==> src/rtl/vseq_pkg.sv <==
package vseq_pkg;

  typedef enum logic {
    MODE_HF = 1'b0,
    MODE_VF = 1'b1
  } vseq_mode_e;

endpackage

==> src/rtl/vseq_counter.sv <==
module vseq_counter #(
  parameter int VL_W = 7
) (
  input  logic            clk,
  input  logic            rst,
  input  logic            load,
  input  logic [VL_W-1:0] load_off,
  input  logic [VL_W-1:0] load_end,
  input  logic            load_single,
  input  logic            adv,
  output logic [VL_W-1:0] off,
  output logic            last
);

  logic [VL_W-1:0] end_r;
  logic            single_r;

  always_ff @(posedge clk) begin
    if (rst) begin
      off      <= '0;
      end_r    <= '0;
      single_r <= 1'b0;
    end else if (load) begin
      off      <= load_off;
      end_r    <= load_end;
      single_r <= load_single;
    end else if (adv) begin
      off <= off + 1'b1;
    end
  end

  assign last = single_r | (off == end_r);

endmodule

==> src/rtl/vseq_vf_state.sv <==
module vseq_vf_state #(
  parameter int VL_W = 7
) (
  input  logic            clk,
  input  logic            rst,
  input  logic            step,
  input  logic            set_bound,
  input  logic [VL_W-1:0] bound_in,
  output logic [VL_W-1:0] vf_off,
  output logic            loop_done
);

  logic [VL_W-1:0] bound_r;
  logic [VL_W:0]   next_off;
  logic            wrap;

  assign next_off = {1'b0, vf_off} + 1'b1;
  assign wrap     = next_off >= {1'b0, bound_r};

  always_ff @(posedge clk) begin
    if (rst) begin
      vf_off    <= '0;
      bound_r   <= '0;
      loop_done <= 1'b0;
    end else begin
      loop_done <= step & wrap;
      if (step) begin
        vf_off <= wrap ? '0 : next_off[VL_W-1:0];
      end
      if (set_bound) begin
        bound_r <= bound_in;
      end
    end
  end

endmodule

==> src/rtl/vseq_reg_map.sv <==
module vseq_reg_map #(
  parameter int SFX_W = 5,
  parameter int REG_W = 7,
  parameter int NOPS  = 3,
  parameter int VL_W  = 7
) (
  input  logic [NOPS*SFX_W-1:0] base,
  input  logic [VL_W-1:0]       off,
  output logic [NOPS*REG_W-1:0] regs,
  output logic                  err
);

  localparam int SUM_W = ((REG_W > VL_W) ? REG_W : VL_W) + 1;

  logic [NOPS-1:0] err_vec;

  for (genvar i = 0; i < NOPS; i++) begin : g_op
    logic [SUM_W-1:0] sum;
    assign sum = {{(SUM_W-SFX_W){1'b0}}, base[i*SFX_W +: SFX_W]}
               + {{(SUM_W-VL_W){1'b0}}, off};
    assign regs[i*REG_W +: REG_W] = sum[REG_W-1:0];
    assign err_vec[i] = |sum[SUM_W-1:REG_W];
  end

  assign err = |err_vec;

endmodule

==> src/rtl/vec_elem_seq.sv <==
module vec_elem_seq
  import vseq_pkg::*;
#(
  parameter int SFX_W = 5,
  parameter int REG_W = 7,
  parameter int NOPS  = 3,
  parameter int VL_W  = 7
) (
  input  logic                  clk,
  input  logic                  rst,
  input  logic                  in_valid,
  output logic                  in_ready,
  input  logic                  in_prefixed,
  input  logic                  in_vf,
  input  logic [VL_W-1:0]       in_vl,
  input  logic [NOPS*SFX_W-1:0] in_base,
  output logic                  el_valid,
  input  logic                  el_ready,
  output logic [VL_W-1:0]       el_idx,
  output logic [NOPS*REG_W-1:0] el_reg,
  output logic                  el_err,
  output logic                  el_vf,
  output logic                  inst_done,
  input  logic                  step,
  output logic                  loop_done
);

  logic                  busy;
  logic [NOPS*SFX_W-1:0] base_r;
  vseq_mode_e            mode_r;
  logic                  acc, zero_vl, start, vf_req, hs, last;
  logic [VL_W-1:0]       vf_off, off;

  assign acc     = in_valid & ~busy;
  assign zero_vl = in_prefixed & (in_vl == '0);
  assign start   = acc & ~zero_vl;
  assign vf_req  = in_prefixed & in_vf;
  assign hs      = busy & el_ready;

  always_ff @(posedge clk) begin
    if (rst) begin
      busy   <= 1'b0;
      base_r <= '0;
      mode_r <= MODE_HF;
    end else if (start) begin
      busy   <= 1'b1;
      base_r <= in_base;
      mode_r <= vf_req ? MODE_VF : MODE_HF;
    end else if (hs && last) begin
      busy <= 1'b0;
    end
  end

  vseq_counter #(.VL_W(VL_W)) u_cnt (
    .clk         (clk),
    .rst         (rst),
    .load        (start),
    .load_off    (vf_req ? vf_off : '0),
    .load_end    (in_vl - 1'b1),
    .load_single (~in_prefixed | in_vf),
    .adv         (hs & ~last),
    .off         (off),
    .last        (last)
  );

  vseq_vf_state #(.VL_W(VL_W)) u_vf (
    .clk       (clk),
    .rst       (rst),
    .step      (step),
    .set_bound (acc & vf_req),
    .bound_in  (in_vl),
    .vf_off    (vf_off),
    .loop_done (loop_done)
  );

  vseq_reg_map #(
    .SFX_W(SFX_W), .REG_W(REG_W), .NOPS(NOPS), .VL_W(VL_W)
  ) u_map (
    .base (base_r),
    .off  (off),
    .regs (el_reg),
    .err  (el_err)
  );

  assign in_ready  = ~busy;
  assign el_valid  = busy;
  assign el_idx    = off;
  assign el_vf     = (mode_r == MODE_VF);
  assign inst_done = (hs & last) | (acc & zero_vl);

endmodule

==> config.mk <==
export PLATFORM = sky130hd
export DESIGN_NAME = vec_elem_seq
export DESIGN_NICKNAME = d
export VERILOG_FILES = /design/src/rtl/vseq_pkg.sv /design/src/rtl/vseq_counter.sv /design/src/rtl/vseq_vf_state.sv /design/src/rtl/vseq_reg_map.sv /design/src/rtl/vec_elem_seq.sv
export SDC_FILE = /design/constraint.sdc
export NUM_CORES = 1
export LEC_CHECK = 0
export CAP_MARGIN = 20
export CORE_AREA = 3 3 116 62
export DETAILED_ROUTE_END_ITERATION = 16
export DIE_AREA = 0 0 119 65
export GPL_TIMING_DRIVEN = 0
export HOLD_SLACK_MARGIN = 0.02
export PLACE_DENSITY = 0.82
export SYNTH_ARGS = -nofsm -noshare
export SYNTH_HDL_FRONTEND = slang
export SYNTH_HIERARCHICAL = 1
export SYNTH_SLANG_ARGS = --single-unit
==> constraint.sdc <==
create_clock -name clk -period 2.4 [get_ports clk]
set_input_delay 0.36 -clock clk [delete_from_list [all_inputs] [get_ports clk]]
set_output_delay 0.36 -clock clk [all_outputs]
set_load 0.05 [all_outputs]
==> results of run 1 <==
-- cells in the mapped netlist, types with 3 or more instances --
cell        n
xnor2_1    14
clkbuf_1    7
nor2b_1     6
nand3_1     9
fa_1        3
xor2_1     20
ha_1       26
a21oi_1    13
dfxtp_1    47
nor2_1     34
nand2_1    10
a211oi_1    4
and3_1     11
a2111oi_2   3
nand2b_1   42
a31oi_1     3
nand4_1     6
mux2i_1    32
inv_1      22
o21ai_0     5
a21oi_2     3
o21bai_1    3
-- worst min-delay path: stages, from the launching register on --
cell      delay, ns
dfxtp_1        0.32
nand2b_1       0.07
mux2i_1        0.06
-- power groups by stage --
stage | combinational (W) | sequential, W | clock [W]
after detailed placement | 0.000707 | 0.000895 | 0
after global routing | 0.000790 | 0.000886 | 0.000722
after CTS | 0.000708 | 0.000876 | 0.000679
after floorplan | 0.000450 | 0.000917 | 0
final | 0.000744 | 0.000879 | 0.000674
after global placement | 0.000688 | 0.000892 | 0
-- state kept, by name, indices dropped and copies added, names as in the netlist --
| signal | cells |
|---|---|
| base_r | 15 |
| el_valid | 1 |
| el_vf | 1 |
| u_cnt/end_r | 7 |
| u_cnt/off | 7 |
| u_cnt/single_r | 1 |
| u_vf/bound_r | 7 |
| u_vf/loop_done | 1 |
| u_vf/vf_off | 7 |
-- worst max path at each step --
| stage | from | endpoint |
|---|---|---|
| floorplan | u_cnt/off[0] | el_reg[13] |
| global placement | u_cnt/off[0] | el_reg[6] |
| detailed placement | u_cnt/off[0] | el_reg[6] |
| CTS | u_cnt/off[0] | el_reg[6] |
| global route | u_cnt/off[0] | el_reg[6] |
| finish | u_cnt/off[0] | el_reg[6] |
-- cell families (layout without fill, tap and decap cells) --
| family | count (synthesis) | count (layout) | share of synthesized area |
|---|---|---|---|
| simple gates | 129 | 129 | 0.221 |
| compound gates | 49 | 49 | 0.110 |
| flops | 47 | 47 | 0.294 |
| xor+xnor | 35 | 35 | 0.0980 |
| mux | 34 | 34 | 0.107 |
| buf+inv | 34 | 115 | 0.0504 |
| fa+ha+maj | 29 | 29 | 0.120 |
-- layout make-up --
class / instances / area share
Buffer: 12 / 0.0182
Sequential cell: 47 / 0.217
Inverter: 22 / 0.0193
Clock buffer: 6 / 0.0289
Tap cell: 88 / 0.0247
Multi-Input combinational cell: 276 / 0.536
Clock inverter: 2 / 0.00252
Timing Repair Buffer: 73 / 0.153
-- stage by stage --
| step | TNS [ns] | total power, W | setup slack, ns | cell area, µm² | instances |
|---|---|---|---|---|---|
| 2_1_floorplan | 0 | 0.00137 | 0.0255 | 3310 | 357 |
| 3_3_place_gp | -5.81 | 0.00158 | -0.525 | 4040 | 507 |
| 3_5_place_dp | -7.01 | 0.00160 | -0.559 | 4040 | 507 |
| 4_1_cts | -0.0842 | 0.00226 | -0.0816 | 4260 | 517 |
| 5_1_grt | -0.390 | 0.00240 | -0.101 | 4460 | 526 |
| 6_report | -0.0122 | 0.00230 | -0.0114 | 4460 | 526 |
-- per-layer routing --
metal,wire length [µm],GRT usage,up-vias
li1,-,-,1390
met1,3620,0.253,1368
met2,4300,0.395,85
met3,377,0.0392,20
met4,175,0.0808,0
met5,0,0,-
-- timing repair --
item	4_1_cts	5_1_grt
pin swaps	4	14
hold buffers	0	0
resized for setup	97	46
setup endpoints to repair	21	33
setup buffers	2	9
==> impl_results.md, run 1 <==
- Status: finished with violations
- Violated checks: negative setup slack
- Fin crit share: 1.00
- FILL cells: between 400 and 500
- Slowest cell on crit path: dfxtp_4
- Bufs on Longest Clock Path: 2
- Final setup violation count: 2
- Core area: a little over 6000 µm²
- CP startpoint kind: flip-flop
- Reg2Reg Depth: 8
- Power per cell area: 515 nW/µm²
- Yosys top cell by area: dfxtp_1
- Initial Util: 0.523
- YS warnings: 6
- Clk sink count: 47
- Max Cap Viol: 0
- Tmin final: 2.41 ns
- Hold Slack: 0.500 ns
- Fin util: 0.728
- RSZ-0062 raised after global routing: true
- Post-synth EDFFs: 0
- CTS root buf: clkbuf_16
- Post-DP HPWL: 5.96 mm
- CTS tree: done
- IO Port Bufs: a little over 60
- Required @ worst endpoint: 2.04 ns
- Die area: roughly 7700 µm²
- Sw Ratio: 0.341
- Buf/Inv on CP: 2
- Worst-path cell chain: ha_4 -> inv_2 -> fa_2 -> nor2b_2 -> o21ai_2 -> a21oi_4 -> xor2_4 -> buf_6
- Antenna violations before repair: 0
- Layout area overhead: 39.3%
- Peak VDD IR: 0.349 mV
- Tightest Pin Transition: roughly 0.6 ns
- Layout net count: 495
- Multi-input logic area: 2390 µm²
- DRT Pass-1 Iters: 4
- Largest cells by area after synthesis: dfxtp_1 29%, ha_1 10%, mux2i_1 10%
- Combinational share of power: 0.324
- H-tree depth: 2
- Final wirelength: 8.48 mm
- Routed len/inst: around 16 µm
- Final Worst Setup Slack: -0.0114 ns
- Worst Hold Path Cells: 2
- GRT Residual Overflow: 0
- Ant diodes: 0
- Clock Skew: 0.00410 ns
- Cell variety after synth: 48
- DR vias: 2863
- Synthesized cell area: 3210 µm²
- Stages on the worst setup path: 8
- Die Span X: approximately 120 µm
- Worst hold path type: flip-flop to flip-flop
- Hold_sp: base_r[14]
- Kind of critical path: flip-flop to output pin
- Worst reg2reg path endpoint: u_cnt/off[5]
- Die height: 65 µm
- First-pass GRT wire length: 13.5 mm
- Remaining DRCs: 0
- Switching power: 0.000784 W
- Sequential share of the synthesized area: 0.294
- DRT iter0 DRCs: 260
- Avg Cell Area, Syn: about 9.0 µm²
- Worst Hold Endpoint: base_r[14]
- Storage cell area: around 970 µm²
- Worst-Skew Late Latency: around 0.29 ns
- Syn_nets: 415
- Top_reg_cell synth: dfxtp_1
- Register share of total power: 0.383
- Largest net degree at the start of global routing: 19
- Worst path arrival time: 2.05 ns
- P_int: 0.00151 W
- IO Count: 63
- Crit-path max FO: 6
- Vias in the first global route: roughly 2800
- Clock share of power: 0.293
- Top cell type's share of synthesized area: 0.294
- Drt via density: between 5 and 6
- GRT Total Usage: 0.215
- Worst Setup End Kind: output pin
- Leading cell types in the layout, fill and taps excluded: 42 x nand2b_1, 42 x clkdlybuf4s50_1, 39 x dfxtp_1
- CTS Buf Count: 5
- Clock slew at reported path FFs: 0.06 ns
- Fmax achieved: 415 MHz
- FF-to-FF Start: u_cnt/off[0]
- Row count: 20
- Share of cells above drive strength 1: 0.215
- Flop2flop setup slack: 0.12 ns
- Leakage: 1.86 nW
- Post-Syn Instances: approximately 360
- Crit-path max cell delay: around 0.42 ns
- Post-DRT Antenna Nets: 0
- RePlAce Congestion: 0.876
- CP top delay family: adder cells
- Async set-reset flop share out of synthesis: 0
- Synth Register Bits: 47
- Final slew viol count: 0
- Fin. Hold Viols: 0
- Slew HR: 0.593
No activity file was read; power rests on OpenSTA's default activity.
==> inputs of run 2 (changes only) <==
--- a/config.mk
+++ b/config.mk
@@ -12,7 +12,9 @@
 export GPL_TIMING_DRIVEN = 0
 export HOLD_SLACK_MARGIN = 0.02
 export PLACE_DENSITY = 0.82
+export SETUP_SLACK_MARGIN = 0.3
 export SYNTH_ARGS = -nofsm -noshare
 export SYNTH_HDL_FRONTEND = slang
 export SYNTH_HIERARCHICAL = 1
 export SYNTH_SLANG_ARGS = --single-unit
+export TNS_END_PERCENT = 10
==> run 2 against run 1 <==
  * Clock power is 15% higher
  * Via count decreased by 0.31%
  * Sequential share of layout area shrank 0.56 points
  * Clock skew up 0.0013 ns
  * Core utilization grew 2.7 points
  * Sequential power increased by 1%
  * Critical path depth is the same
  * The flow still finishes with violations (negative setup slack)
  * Count of clock-buffer cells in the layout is 1 lower
==> impl_results.md, run 2 (synthesis results as in run 1) <==
- Status: finished with violations
- Violated checks: negative setup slack
- Commonest non-fill, non-tap cell in the layout: nand2b_1
- Clock slew at reported path FFs: around 0.07 ns
- Core area: ~6100 µm²
- Dpl cells: 507
- Fin. Hold Viols: 0
- Slowest cell on crit path: dfxtp_4
- Final slew viol count: 0
- GRT Residual Overflow: 0
- IO Count: 63
- Finished Layout Cells: 520
- RePlAce Congestion: 0.884
- Crit-path max cell delay: 0.42 ns
- Worst Hold Path Cells: 3
- Vias in the first global route: 2994
- DR vias: approximately 2900
- Post-DP HPWL: between 5 and 6 mm
- Die area: 7740 µm²
- Post-DRT Antenna Nets: 0
- Worst-path cell chain: ha_4 -> inv_2 -> fa_2 -> nor2b_4 -> o21ai_4 -> nor2b_2 -> xnor2_4 -> buf_6
- Largest net degree at the start of global routing: 19
- Storage cell area: about 980 µm²
- Peak VDD IR: about 0.32 mV
- FILL cells: 398
- CTS Buf Count: 5
- Required @ worst endpoint: 2.04 ns
- Slew HR: 0.535
- Final setup violation count: 2
- Worst path arrival time: 2.08 ns
- Tightest Pin Transition: 0.696 ns
- CTS Hold Bufs: 0
- Worst-Skew Late Latency: about 0.28 ns
- FF-to-FF Start: u_cnt/off[0]
- Hold Slack: between 0.4 and 0.5 ns
- DRT Pass-1 Iters: 4
- First-pass GRT wire length: about 14 mm
- Remaining DRCs: 0
- CTS root buf: clkbuf_16
- Kind of critical path: flip-flop to output pin
- CTS tree: done
- Multi-input logic area: between 2000 and 3000 µm²
- H-tree depth: 2
- Max Cap Viol: 0
- RSZ-0062 raised after global routing: true
- Critical path origin: u_cnt/off[0]
- Drt via density: 5.49
- Placed Area: 4030 µm²
- Reg with most FFs: base_r
- Fin util: 0.755
- CP startpoint kind: flip-flop
- Reg2Reg Depth: 8
- IO Port Bufs: 62
- Number of flip-flops under the largest register name: 15
- Power per cell area: around 520 nW/µm²
- Clock Skew: 0.00541 ns
- Bufs on Longest Clock Path: 2
- GRT Total Usage: 0.231
- Antenna violations before repair: 0
- Layout net count: between 400 and 500
- TNS Setup: -0.0516 ns
- Clk sink count: 47
- Worst hold path type: input pin to flip-flop
- Routed len/inst: ~17 µm
- Share of cells above drive strength 1: 0.273
- Final Cell Area: 4630 µm²
- DRT iter0 DRCs: 195
- Final wirelength: roughly 9 mm
- Flop2flop setup slack: 0.23 ns
- Row count: 20
- Layout area overhead: 44.5%
- Worst Setup End Kind: output pin
- Hold_sp: in_vl[1]
- Tmin final: 2.44 ns
- Final Worst Setup Slack: -0.0371 ns
- Die height: 65 µm
- Leakage: 1.88 nW
- Fmax achieved: 410 MHz
- Die Span X: 119 µm
- Fin crit share: 1.02
- Initial Util: 0.523
- Crit-path max FO: 5
- Leading cell types in the layout, fill and taps excluded: 42 x nand2b_1, 35 x dfxtp_1, 32 x clkdlybuf4s50_1
- Ant diodes: 0
[run 2: worst max-delay path: cells and delay by family, from the launching register on]
kind | cells | cell delay, ns
AND/OR/NAND/NOR | 2 | 0.36
AO/OA/AOI/OAI | 1 | 0.08
adder cells (fa/ha/maj) | 2 | 0.55
buffers and inverters | 2 | 0.21
XOR/XNOR | 1 | 0.16
flip-flops | 1 | 0.42
[run 2: timing repair]
action                     CTS  global route
pin swaps                   19            35
setup endpoints to repair   46            39
buffers inserted             3             3
cloned                       0             0
resized for setup          176            44
[run 2: report_power, final]
part | switching [W] | leakage, nW | total (W) | internal (W)
clock network | 0.000288 | 0.0759 | 0.000773 | 0.000485
registers | 0.0000675 | 0.393 | 0.000889 | 0.000821
logic | 0.000447 | 1.41 | 0.000765 | 0.000318
[run 2: final timing paths]
| path | end |
|---|---|
| min reg2reg | base_r[2] |
| max reg2reg | u_cnt/off[5] |
| max | el_reg[11] |
| min | u_vf/bound_r[1] |
[run 2: stage by stage]
step	setup WS [ns]	power [W]
after global routing	-0.0870	0.00252
after CTS	-0.0187	0.00239
final	-0.0371	0.00243
after detailed placement	-0.570	0.00160
after floorplan	-0.00888	0.00137
after global placement	-0.522	0.00158
[run 2: area by class of cell]
cell class                      count  area share
Tap cell                           88      0.0238
Multi-Input combinational cell    276       0.555
Timing Repair Buffer               68       0.137
Clock inverter                      2     0.00811
Inverter                           22      0.0186
Buffer                             12      0.0192
Clock buffer                        5      0.0270
Sequential cell                    47       0.211
[run 2: routing by layer]
| metal | share of wire | vias to the layer above | global-route usage |
|---|---|---|---|
| li1 | - | 1385 | - |
| met1 | 0.41 | 1369 | 0.263 |
| met4 | 0.012 | 0 | 0.0823 |
| met5 | 0 | - | 0 |
| met3 | 0.043 | 12 | 0.0497 |
| met2 | 0.53 | 88 | 0.429 |
